<file path="config.mk">
export PLATFORM = sky130hd
export DESIGN_NAME = mdio_page_bridge
export DESIGN_NICKNAME = d
export VERILOG_FILES = /design/src/rtl/mdio_bridge_pkg.sv /design/src/rtl/mdio_bridge_ctrl.sv /design/src/rtl/mdio_bridge_dp.sv /design/src/rtl/mdio_page_bridge.sv
export SDC_FILE = /design/constraint.sdc
export NUM_CORES = 1
export LEC_CHECK = 0
export BUFFER_PORTS_ARGS = -buffer_cell sky130_fd_sc_hd__buf_2
export CORE_ASPECT_RATIO = 1.5
export CORE_UTILIZATION = 52
export CTS_BUF_LIST = sky130_fd_sc_hd__clkbuf_8
export CTS_CLUSTER_DIAMETER = 60
export DETAILED_ROUTE_END_ITERATION = 7
export PLACE_DENSITY = 0.92
export SLEW_MARGIN = 0
export SYNTH_ARGS = -nofsm -noshare
export SYNTH_HDL_FRONTEND = slang
export SYNTH_SLANG_ARGS = --single-unit
export TNS_END_PERCENT = 10
</file>
<file path="constraint.sdc">
create_clock -name clk -period 2 [get_ports clk]
set_clock_uncertainty 0.05 [all_clocks]
set_input_delay 0.2 -clock clk [delete_from_list [all_inputs] [get_ports clk]]
set_output_delay 0.2 -clock clk [all_outputs]
set_load 0.02 [all_outputs]
</file>
<file path="src/rtl/mdio_bridge_pkg.sv">
package mdio_bridge_pkg;

  typedef enum logic [2:0] {
    ST_IDLE,
    ST_PAGE,
    ST_HALF_A,
    ST_HALF_B,
    ST_FINISH
  } seq_state_t;

  // strobes from control to datapath
  typedef struct packed {
    logic capture;    // latch request fields
    logic selPage;    // present the page-select command
    logic selHigh;    // half command targets the upper half
    logic storeLow;   // latch returned data as lower half
    logic storeHigh;  // latch returned data as upper half
  } dp_ctrl_t;

endpackage

</file>
<file path="src/rtl/mdio_bridge_ctrl.sv">
module mdio_bridge_ctrl
  import mdio_bridge_pkg::*;
(
  input  logic     clk,
  input  logic     rst,
  input  logic     reqValid,
  input  logic     cmdAck,
  input  logic     wrFlag,
  output dp_ctrl_t ctrl,
  output logic     reqReady,
  output logic     cmdValid,
  output logic     rspDone
);

  seq_state_t state, stateNext;
  logic inHalf;

  always_ff @(posedge clk) begin
    if (rst) state <= ST_IDLE;
    else     state <= stateNext;
  end

  always_comb begin
    stateNext = state;
    unique case (state)
      ST_IDLE:   if (reqValid) stateNext = ST_PAGE;
      ST_PAGE:   if (cmdAck)   stateNext = ST_HALF_A;
      ST_HALF_A: if (cmdAck)   stateNext = ST_HALF_B;
      ST_HALF_B: if (cmdAck)   stateNext = ST_FINISH;
      ST_FINISH:               stateNext = ST_IDLE;
      default:                 stateNext = ST_IDLE;
    endcase
  end

  assign inHalf   = (state == ST_HALF_A) || (state == ST_HALF_B);
  assign reqReady = (state == ST_IDLE);
  assign cmdValid = (state == ST_PAGE) || inHalf;
  assign rspDone  = (state == ST_FINISH);

  always_comb begin
    ctrl.capture   = reqReady && reqValid;
    ctrl.selPage   = (state == ST_PAGE);
    // reads: lower then upper; writes: upper then lower
    ctrl.selHigh   = (state == ST_HALF_B) ^ wrFlag;
    ctrl.storeLow  = inHalf && cmdAck && !wrFlag && !ctrl.selHigh;
    ctrl.storeHigh = inHalf && cmdAck && !wrFlag && ctrl.selHigh;
  end

endmodule

</file>
<file path="src/rtl/mdio_bridge_dp.sv">
module mdio_bridge_dp
  import mdio_bridge_pkg::*;
#(
  parameter int          ADDR_W     = 18,
  parameter int          DATA_W     = 32,
  parameter int          PHY_W      = 5,
  parameter int          REG_W      = 5,
  parameter int          SEL_W      = 3,
  parameter logic [4:0]  PAGE_PHY   = 5'h18,
  parameter logic [4:0]  PAGE_REG   = 5'h00,
  parameter logic [4:0]  PORT_BASE  = 5'h10
) (
  input  logic                clk,
  input  logic                rst,
  input  dp_ctrl_t            ctrl,
  input  logic [ADDR_W-1:0]   reqAddr,
  input  logic [DATA_W-1:0]   reqWdata,
  input  logic                reqWrite,
  input  logic [DATA_W/2-1:0] cmdRdata,
  output logic                wrFlag,
  output logic                cmdWrite,
  output logic [PHY_W-1:0]    cmdPhy,
  output logic [REG_W-1:0]    cmdReg,
  output logic [DATA_W/2-1:0] cmdWdata,
  output logic [DATA_W-1:0]   rspRdata
);

  localparam int HALF_W   = DATA_W / 2;
  localparam int WIDX_W   = ADDR_W - 1;
  localparam int PAGE_LSB = REG_W + SEL_W;
  localparam int PAGE_W   = WIDX_W - PAGE_LSB;

  logic [ADDR_W-1:0] addrReg;
  logic [DATA_W-1:0] dataReg;
  logic [HALF_W-1:0] rdLow, rdHigh;
  logic [WIDX_W-1:0] wordIdx, halfIdx;
  logic [PAGE_W-1:0] pageVal;
  logic [HALF_W-1:0] halfData;

  always_ff @(posedge clk) begin
    if (rst) begin
      addrReg <= '0;
      dataReg <= '0;
      wrFlag  <= 1'b0;
    end else if (ctrl.capture) begin
      addrReg <= reqAddr;
      dataReg <= reqWdata;
      wrFlag  <= reqWrite;
    end
  end

  always_ff @(posedge clk) begin
    if (rst) begin
      rdLow  <= '0;
      rdHigh <= '0;
    end else begin
      if (ctrl.storeLow)  rdLow  <= cmdRdata;
      if (ctrl.storeHigh) rdHigh <= cmdRdata;
    end
  end

  // 16-bit word index of a 32-bit aligned register (always even)
  assign wordIdx  = {addrReg[ADDR_W-1:2], 1'b0};
  // upper half lives at index + 1: no carry since index is even
  assign halfIdx  = {wordIdx[WIDX_W-1:1], ctrl.selHigh};
  assign pageVal  = wordIdx[WIDX_W-1:PAGE_LSB];
  assign halfData = ctrl.selHigh ? dataReg[DATA_W-1:HALF_W] : dataReg[HALF_W-1:0];

  always_comb begin
    if (ctrl.selPage) begin
      cmdPhy   = PAGE_PHY;
      cmdReg   = PAGE_REG;
      cmdWdata = {{(HALF_W-PAGE_W){1'b0}}, pageVal};
      cmdWrite = 1'b1;
    end else begin
      cmdPhy   = PORT_BASE | {{(PHY_W-SEL_W){1'b0}}, halfIdx[PAGE_LSB-1:REG_W]};
      cmdReg   = halfIdx[REG_W-1:0];
      cmdWdata = halfData;
      cmdWrite = wrFlag;
    end
  end

  assign rspRdata = {rdHigh, rdLow};

endmodule

</file>
<file path="src/rtl/mdio_page_bridge.sv">
module mdio_page_bridge
  import mdio_bridge_pkg::*;
#(
  parameter int ADDR_W = 18,
  parameter int DATA_W = 32
) (
  input  logic                clk,
  input  logic                rst,
  input  logic                reqValid,
  output logic                reqReady,
  input  logic                reqWrite,
  input  logic [ADDR_W-1:0]   reqAddr,
  input  logic [DATA_W-1:0]   reqWdata,
  output logic                rspDone,
  output logic [DATA_W-1:0]   rspRdata,
  output logic                cmdValid,
  input  logic                cmdAck,
  output logic                cmdWrite,
  output logic [4:0]          cmdPhy,
  output logic [4:0]          cmdReg,
  output logic [DATA_W/2-1:0] cmdWdata,
  input  logic [DATA_W/2-1:0] cmdRdata
);

  dp_ctrl_t ctrl;
  logic     wrFlag;

  mdio_bridge_ctrl u_ctrl (
    .clk      (clk),
    .rst      (rst),
    .reqValid (reqValid),
    .cmdAck   (cmdAck),
    .wrFlag   (wrFlag),
    .ctrl     (ctrl),
    .reqReady (reqReady),
    .cmdValid (cmdValid),
    .rspDone  (rspDone)
  );

  mdio_bridge_dp #(
    .ADDR_W (ADDR_W),
    .DATA_W (DATA_W)
  ) u_dp (
    .clk      (clk),
    .rst      (rst),
    .ctrl     (ctrl),
    .reqAddr  (reqAddr),
    .reqWdata (reqWdata),
    .reqWrite (reqWrite),
    .cmdRdata (cmdRdata),
    .wrFlag   (wrFlag),
    .cmdWrite (cmdWrite),
    .cmdPhy   (cmdPhy),
    .cmdReg   (cmdReg),
    .cmdWdata (cmdWdata),
    .rspRdata (rspRdata)
  );

endmodule

</file>
==> impl_results.html, run 1 <==
<table>
<tr><th>Metric</th><th>Value</th></tr>
<tr><th colspan="2">Status</th></tr>
<tr><td>Status</td><td>finished clean</td></tr>
<tr><th colspan="2">STA</th></tr>
<tr><td>Hold Slack</td><td>0.0276 ns</td></tr>
<tr><td>Final count of negative-setup-slack endpoints</td><td>0</td></tr>
<tr><td>RSZ-0062 raised after global routing</td><td>yes</td></tr>
<tr><td>Worst-Margin Slew</td><td>0.510 ns</td></tr>
<tr><td>Fin crit share</td><td>96.8%</td></tr>
<tr><td>Final critical delay including setup and external delays</td><td>1.94 ns</td></tr>
<tr><td>Final hold violation count</td><td>0</td></tr>
<tr><td>Highest achievable clock rate</td><td>0.517 GHz</td></tr>
<tr><td>Number of max-slew violations in the final report</td><td>0</td></tr>
<tr><td>Setup slack after layout</td><td>0.0646 ns</td></tr>
<tr><td>Relative slew slack</td><td>65.6%</td></tr>
<tr><td>Setup Total Neg Slack</td><td>0 ns</td></tr>
<tr><th colspan="2">Power and ir drop</th></tr>
<tr><td>Leakage power</td><td>2.27 nW</td></tr>
<tr><td>PD cells</td><td>790 nW/um2</td></tr>
<tr><td>IR Drop Worst-Case VDD</td><td>0.000564 V</td></tr>
<tr><td>Post-layout total power</td><td>3.95 mW</td></tr>
<tr><th colspan="2">Die</th></tr>
<tr><td>Effective utilization at floorplan</td><td>54.3%</td></tr>
<tr><td>I/O Pins</td><td>133</td></tr>
<tr><td>Placeable core area</td><td>7270 um2</td></tr>
<tr><td>Number of placement rows</td><td>38</td></tr>
<tr><td>Die footprint</td><td>7960 um2</td></tr>
<tr><td>Chip Height</td><td>109 um</td></tr>
<tr><td>X dimension of the die</td><td>73.2 um</td></tr>
<tr><th colspan="2">Critical path</th></tr>
<tr><td>Required time of the critical path</td><td>1.75 ns</td></tr>
<tr><td>Startpoint type of the worst setup path</td><td>flop</td></tr>
<tr><td>Register-to-Register Setup Slack</td><td>0.14 ns</td></tr>
<tr><td>Highest net fanout along the worst path</td><td>27</td></tr>
<tr><td>Worst setup EP type</td><td>output pin</td></tr>
<tr><td>Data arrival time of the critical path</td><td>1.69 ns</td></tr>
<tr><td>Critical path origin</td><td>u_ctrl.state[2]</td></tr>
<tr><td>Kind of critical path</td><td>flop to output pin</td></tr>
<tr><td>Source of the worst register-to-register timing path</td><td>u_ctrl.state[2]</td></tr>
<tr><th colspan="2">Yosys</th></tr>
<tr><td>Top cells by area in the synthesized netlist</td><td>dfxtp_1 43%, nand2_1 9.6%, mux2i_1 8.1%</td></tr>
<tr><td>Portion of synthesized cell area occupied by the leading cell type</td><td>42.6%</td></tr>
<tr><td>Post-synthesis instance area</td><td>3950 um2</td></tr>
<tr><td>Most common cell in the netlist</td><td>nand2_1</td></tr>
<tr><td>Total of warnings raised by yosys</td><td>0</td></tr>
<tr><td>Yosys top cell by area</td><td>dfxtp_1</td></tr>
<tr><td>Number of synthesized flops with an enable pin</td><td>0</td></tr>
<tr><td>Synth Area per Inst</td><td>8.33 um2</td></tr>
<tr><td>Sequential cell area fraction in the yosys report</td><td>42.6%</td></tr>
<tr><td>Synthesized flop and latch total</td><td>84</td></tr>
<tr><td>Count of cell types in the netlist</td><td>34</td></tr>
<tr><td>Predominant post-synthesis flop cell</td><td>dfxtp_1</td></tr>
<tr><td>Post-Synthesis Net Count</td><td>545</td></tr>
<tr><td>Post-synth ARST share</td><td>0%</td></tr>
<tr><td>Most frequent cells after synthesis</td><td>101 x nand2_1, 84 x dfxtp_1, 56 x a21oi_1, 48 x nand2b_1, 32 x mux2i_1</td></tr>
<tr><td>Gate count after technology mapping</td><td>474</td></tr>
<tr><th colspan="2">Detailed routing</th></tr>
<tr><td>Vias/cell</td><td>5.39</td></tr>
<tr><td>Total routed wirelength</td><td>10000 um</td></tr>
<tr><td>DRT antenna net count</td><td>0</td></tr>
<tr><td>Length of the first detailed-routing pass in iterations</td><td>4</td></tr>
<tr><td>Routed via count</td><td>3760</td></tr>
<tr><td>Iteration-0 DRC Markers</td><td>164</td></tr>
<tr><td>WL per Instance</td><td>14.3 um</td></tr>
<tr><td># DRC</td><td>0</td></tr>
<tr><th colspan="2">Placement</th></tr>
<tr><td>Count of input and output buffers</td><td>129</td></tr>
<tr><td>DP Wirelength</td><td>6780 um</td></tr>
<tr><td>Worst slack, placed</td><td>0.169 ns</td></tr>
<tr><td>Global placer's final weighted congestion</td><td>0.826</td></tr>
<tr><th colspan="2">Clock tree</th></tr>
<tr><td>Clock buffer depth</td><td>2</td></tr>
<tr><td>Clock-pin slew on the worst setup and hold paths</td><td>0.08 ns</td></tr>
<tr><td>Number of H-tree levels</td><td>3</td></tr>
<tr><td>Root Buffer</td><td>clkbuf_8</td></tr>
<tr><td>Clock latency on the worst-skew pair</td><td>0.35 ns</td></tr>
<tr><td>Sinks on the clock net</td><td>84</td></tr>
<tr><td>TritonCTS clock tree</td><td>yes</td></tr>
<tr><td>Total clock buffers created by CTS</td><td>9</td></tr>
<tr><th colspan="2">Min path</th></tr>
<tr><td>Worst min-delay path category</td><td>primary input to flop</td></tr>
<tr><td>Launch point of the worst hold path</td><td>reqWdata[13]</td></tr>
<tr><th colspan="2">Final layout</th></tr>
<tr><td>Final #Nets</td><td>664</td></tr>
<tr><td>Area Growth Syn to Fin</td><td>26.6%</td></tr>
<tr><td>ANT cells</td><td>0</td></tr>
<tr><td>Layout filler cell count</td><td>552</td></tr>
<tr><td>Share of cells above drive strength 1</td><td>30.6%</td></tr>
<tr><td>Fin util</td><td>68.7%</td></tr>
<tr><th colspan="2">GRT</th></tr>
<tr><td>Combined global-route utilization of all metal layers</td><td>24.4%</td></tr>
<tr><td>First-pass GRT wire length</td><td>15000 um</td></tr>
<tr><td>Via count of the first global-routing pass</td><td>3429</td></tr>
<tr><td>Largest net degree at the start of global routing</td><td>67</td></tr>
<tr><td>Total overflow reported by the global router</td><td>0</td></tr>
<tr><td>Initial antenna violation count</td><td>0</td></tr>
<tr><th colspan="2">Run</th></tr>
<tr><td>MaxCap Viol Count</td><td>0</td></tr>
</table>
[what timing repair did]
action | in CTS | in global routing
hold buffers | 0 | 0
resized for setup | 8 | 7
endpoints found under the setup margin | 23 | 16
buffers inserted | 0 | 10
cloned | 0 | 0
[metrics by stage]
stage                     instance area [um2]  instances
after floorplan                          3950        474
after global placement                   4640        672
after detailed placement                 4640        672
after CTS                                4890        688
after global routing                     5000        698
final                                    5000        698
[final timing paths]
path / endpoint / depth (start not counted)
max: cmdWdata[10] / 5
min: u_dp.dataReg[13] / 3
max reg2reg: u_dp.dataReg[21] / 6
min reg2reg: u_dp.addrReg[10] / 2
[area by class of cell]
type	instances	area (um2)	share of cell area (%)
multi-input cells	344	2070	41.3
flip-flops and latches	84	1690	33.9
repair buffers	154	883	17.7
well taps	100	125	2.50
clock buffers	9	124	2.48
clock inverters	7	109	2.18
[routing by layer]
metal	vias up	GRT usage [%]	wire length [um]
met1	1741	26.9	3930
li1	1839	-	-
met2	159	42.6	5150
met4	0	11.5	250
met3	21	6.93	661
met5	-	0	0
[power breakdown]
group | internal (mW) | switching (mW)
clock network | 0.816 | 0.574
logic | 0.305 | 0.420
registers | 1.76 | 0.0756
total | 2.88 | 1.07
[critical path, cell delays in order (launching register included)]
cell and delay (ns):
dfxtp_4 0.40, nand2b_4 0.20, buf_12 0.18, a221oi_1 0.31, a21oi_1 0.07, buf_2 0.17
[state kept, by name, summed over array words and instances, names as in the netlist]
name,cells
u_ctrl.state,3
u_dp.dataReg,32
u_dp.rdHigh,16
u_dp.rdLow,16
u_dp.wrFlag,1
u_dp.addrReg,16
[cells in the final DEF (no fill, tap or decap), types with 2 or more instances in the layout]
cell / count
a21oi_1: 56
nand3_1: 9
mux2i_1: 32
a221oi_1: 3
clkbuf_8: 9
nand2_1: 101
o21ai_1: 2
nor4bb_1: 9
nor3_1: 3
a22oi_1: 7
buf_12: 4
nor2_1: 2
bufinv_16: 3
and2_1: 10
dfxtp_1: 80
nand3b_1: 10
buf_2: 129
nand2b_1: 48
o21ai_0: 9
dfxtp_4: 3
a221oi_2: 4
inv_1: 3
a31oi_1: 9
nor2b_1: 16
buf_4: 21
[cell families after synthesis]
family | count (synthesis) | synth area share [%]
AND/OR/NAND/NOR | 219 | 30.0
AO/OA/AOI/OAI | 90 | 12.8
flip-flops | 84 | 42.6
buffers and inverters | 46 | 5.95
multiplexers | 33 | 8.39
XOR/XNOR | 1 | 0.222
other | 1 | 0.0949
Note: power is estimated with default switching activity, not from simulation.
==> run 2: changes to the inputs <==
- SETUP_SLACK_MARGIN: default -> 0.5
==> impl_results.html, run 2 (synthesis gave the netlist of run 1 again) <==
<table>
<tr><th>Metric</th><th>Value</th></tr>
<tr><th colspan="2">Min path</th></tr>
<tr><td>Depth of the worst hold-timing path</td><td>3 (unchanged)</td></tr>
<tr><td>Worst min-delay path category</td><td>primary input to flop</td></tr>
<tr><td>End point of the worst hold path</td><td>u_dp.addrReg[4]</td></tr>
<tr><td>Launch point of the worst hold path</td><td>reqAddr[4]</td></tr>
<tr><th colspan="2">Detailed routing</th></tr>
<tr><td>Length of the first detailed-routing pass in iterations</td><td>5 (+1)</td></tr>
<tr><td>Routed via count</td><td>3712 (-1.3%)</td></tr>
<tr><td># DRC</td><td>0 (unchanged)</td></tr>
<tr><td>Iteration-0 DRC Markers</td><td>127 (-23%)</td></tr>
<tr><td>DRT antenna net count</td><td>0 (unchanged)</td></tr>
<tr><td>WL per Instance</td><td>15.0 um (+4.6%)</td></tr>
<tr><td>Total routed wirelength</td><td>10300 um (+3.1%)</td></tr>
<tr><td>Vias/cell</td><td>5.40 (+0.16%)</td></tr>
<tr><th colspan="2">Critical path</th></tr>
<tr><td>Data arrival time of the critical path</td><td>1.61 ns (-0.08 ns)</td></tr>
<tr><td>Required time of the critical path</td><td>1.75 ns (about the same)</td></tr>
<tr><td>Register-to-Register Setup Slack</td><td>0.22 ns (+0.08 ns)</td></tr>
<tr><td>Worst setup EP type</td><td>output pin</td></tr>
<tr><td>Source of the worst register-to-register timing path</td><td>u_ctrl.state[2]</td></tr>
<tr><td>Kind of critical path</td><td>flop to output pin</td></tr>
<tr><td>Worst r2r dst</td><td>u_dp.wrFlag</td></tr>
<tr><td>Highest net fanout along the worst path</td><td>23 (-15%)</td></tr>
<tr><td>Worst reg2reg path depth</td><td>5 (-1)</td></tr>
<tr><td>Startpoint type of the worst setup path</td><td>flop</td></tr>
<tr><th colspan="2">Clock tree</th></tr>
<tr><td>Clock buffer depth</td><td>2 (unchanged)</td></tr>
<tr><td>Clock latency on the worst-skew pair</td><td>0.34 ns (about the same)</td></tr>
<tr><td>Sinks on the clock net</td><td>84 (unchanged)</td></tr>
<tr><td>Root Buffer</td><td>clkbuf_8</td></tr>
<tr><td>TritonCTS clock tree</td><td>yes</td></tr>
<tr><td>Total clock buffers created by CTS</td><td>9 (unchanged)</td></tr>
<tr><td>Number of H-tree levels</td><td>3 (unchanged)</td></tr>
<tr><td>Clock-pin slew on the worst setup and hold paths</td><td>0.08 ns (about the same)</td></tr>
<tr><th colspan="2">Final layout</th></tr>
<tr><td>Most used cells in the layout excluding fill and tap cells</td><td>122 x buf_2, 101 x nand2_1, 80 x dfxtp_1, 49 x a21oi_1, 48 x nand2b_1</td></tr>
<tr><td>Sequential cell area</td><td>1690 um2 (unchanged)</td></tr>
<tr><td>Layout filler cell count</td><td>554 (+0.36%)</td></tr>
<tr><td>Post-Layout Inst Area</td><td>5120 um2 (+2.5%)</td></tr>
<tr><td>Total area of multi-input combinational cells</td><td>2220 um2 (+7.6%)</td></tr>
<tr><td>Number of flip-flops in the largest register</td><td>32 (unchanged)</td></tr>
<tr><td>Share of cells above drive strength 1</td><td>32.8% (+2.2 points)</td></tr>
<tr><td>Final #Nets</td><td>655 (-1.4%)</td></tr>
<tr><td>ANT cells</td><td>0 (unchanged)</td></tr>
<tr><td>Largest reg by FF count</td><td>u_dp.dataReg</td></tr>
<tr><td>Area Growth Syn to Fin</td><td>29.7%</td></tr>
<tr><td>Commonest non-fill, non-tap cell in the layout</td><td>buf_2</td></tr>
<tr><td>Layout Cells excl Fill</td><td>688 (-1.4%)</td></tr>
<tr><th colspan="2">Die</th></tr>
<tr><td>Placeable core area</td><td>7270 um2 (unchanged)</td></tr>
<tr><td>Number of placement rows</td><td>38 (unchanged)</td></tr>
<tr><td>X dimension of the die</td><td>73.2 um (unchanged)</td></tr>
<tr><td>Effective utilization at floorplan</td><td>54.3% (unchanged)</td></tr>
<tr><td>I/O Pins</td><td>133 (unchanged)</td></tr>
<tr><td>Die footprint</td><td>7960 um2 (unchanged)</td></tr>
<tr><td>Chip Height</td><td>109 um (unchanged)</td></tr>
<tr><th colspan="2">STA</th></tr>
<tr><td>RSZ-0062 raised after global routing</td><td>yes</td></tr>
<tr><td>Setup slack after layout</td><td>0.137 ns (+0.0720 ns)</td></tr>
<tr><td>Hold Slack</td><td>0.0371 ns (+0.00949 ns)</td></tr>
<tr><td>Final count of negative-setup-slack endpoints</td><td>0 (unchanged)</td></tr>
<tr><td>Fin crit share</td><td>93.2% (-3.6 points)</td></tr>
<tr><td>Final hold violation count</td><td>0 (unchanged)</td></tr>
<tr><td>Number of max-slew violations in the final report</td><td>0 (unchanged)</td></tr>
<tr><td>Relative slew slack</td><td>48.2% (-17 points)</td></tr>
<tr><td>Highest achievable clock rate</td><td>0.537 GHz (+3.9%)</td></tr>
<tr><td>Setup Total Neg Slack</td><td>0 ns (unchanged)</td></tr>
<tr><td>Worst-Margin Slew</td><td>0.771 ns (+0.261 ns)</td></tr>
<tr><td>Final critical delay including setup and external delays</td><td>1.86 ns (-0.0720 ns)</td></tr>
<tr><th colspan="2">Placement</th></tr>
<tr><td>Global placer's final weighted congestion</td><td>0.783 (-5.2%)</td></tr>
<tr><td>DP Area</td><td>4650 um2 (+0.24%)</td></tr>
<tr><td>Worst slack, placed</td><td>0.142 ns (-0.0269 ns)</td></tr>
<tr><td>Count of input and output buffers</td><td>129 (unchanged)</td></tr>
<tr><td>DP Wirelength</td><td>6610 um (-2.6%)</td></tr>
<tr><td>Number of placed instances, taps included</td><td>669 (-0.45%)</td></tr>
<tr><th colspan="2">GRT</th></tr>
<tr><td>Largest net degree at the start of global routing</td><td>53 (-21%)</td></tr>
<tr><td>Total overflow reported by the global router</td><td>0 (unchanged)</td></tr>
<tr><td>First-pass GRT wire length</td><td>16300 um (+8.9%)</td></tr>
<tr><td>Combined global-route utilization of all metal layers</td><td>26.6% (+2.1 points)</td></tr>
<tr><td>Initial antenna violation count</td><td>0 (unchanged)</td></tr>
<tr><td>Via count of the first global-routing pass</td><td>3591 (+4.7%)</td></tr>
<tr><th colspan="2">Status</th></tr>
<tr><td>Status</td><td>finished clean</td></tr>
<tr><th colspan="2">Power and ir drop</th></tr>
<tr><td>Leakage power</td><td>2.24 nW (-1.4%)</td></tr>
<tr><td>IR Drop Worst-Case VDD</td><td>0.000648 V (+15%)</td></tr>
<tr><td>PD cells</td><td>721 nW/um2 (-8.7%)</td></tr>
<tr><th colspan="2">Run</th></tr>
<tr><td>MaxCap Viol Count</td><td>0 (unchanged)</td></tr>
</table>
-- run 2: area by class of cell --
type | instances | area share [%]
Multi-Input combinational cell | 344 | 43.4
Sequential cell | 84 | 33.1
Timing Repair Buffer | 145 | 17.8
Clock buffer | 11 | 2.95
Tap cell | 100 | 2.44
Clock inverter | 4 | 0.342
-- run 2: power breakdown --
group	total [mW]	internal, mW	leakage, nW	switching (mW)
Combinational	0.810	0.352	1.46	0.458
Clock	1.05	0.500	0.0976	0.555
Sequential	1.83	1.76	0.687	0.0722
-- run 2: what timing repair did --
item	in CTS	in global routing
gates cloned	2	0
endpoints found under the hold margin	0	0
hold buffers	0	0
pin swaps	3	1
endpoints found under the setup margin	110	110
gates resized for setup	44	6
buffers inserted	2	0
-- run 2: critical path: stages (launching register included) --
cell	delay, ns
dfxtp_4	0.39
and3b_2	0.23
buf_12	0.16
a22oi_1	0.22
a21oi_2	0.09
buf_2	0.16
-- run 2: stage by stage --
step | utilization (%) | power (mW)
final | 70.4 | 3.70
after global routing | 70.4 | 3.88
after CTS | 70.1 | 3.70
after detailed placement | 63.9 | 2.56
after global placement | 63.9 | 2.53
after floorplan | - | 2.36
-- run 2: how the worst max path moves through the flow --
| stage | to | start | slack [ns] | cells after the start |
|---|---|---|---|---|
| after CTS | cmdWdata[9] | u_ctrl.state[2] | 0.13 | 5 |
| after detailed placement | u_dp.rdHigh[10] | u_ctrl.state[2] | 0.14 | 3 |
| after global routing | cmdWdata[9] | u_ctrl.state[2] | 0.05 | 5 |
| after floorplan | u_dp.dataReg[21] | u_ctrl.state[0] | 0.42 | 7 |
| final | cmdWdata[9] | u_ctrl.state[2] | 0.14 | 5 |
| after global placement | u_dp.rdHigh[5] | u_ctrl.state[2] | 0.19 | 3 |
-- run 2: per-layer routing --
metal	vias to the layer above	part of all wire, %	global-route usage, %
li1	1817	-	-
met1	1722	40	30.3
met2	153	51	45.8
met3	20	5.7	5.91
met4	0	2.7	13.6
met5	-	0	0
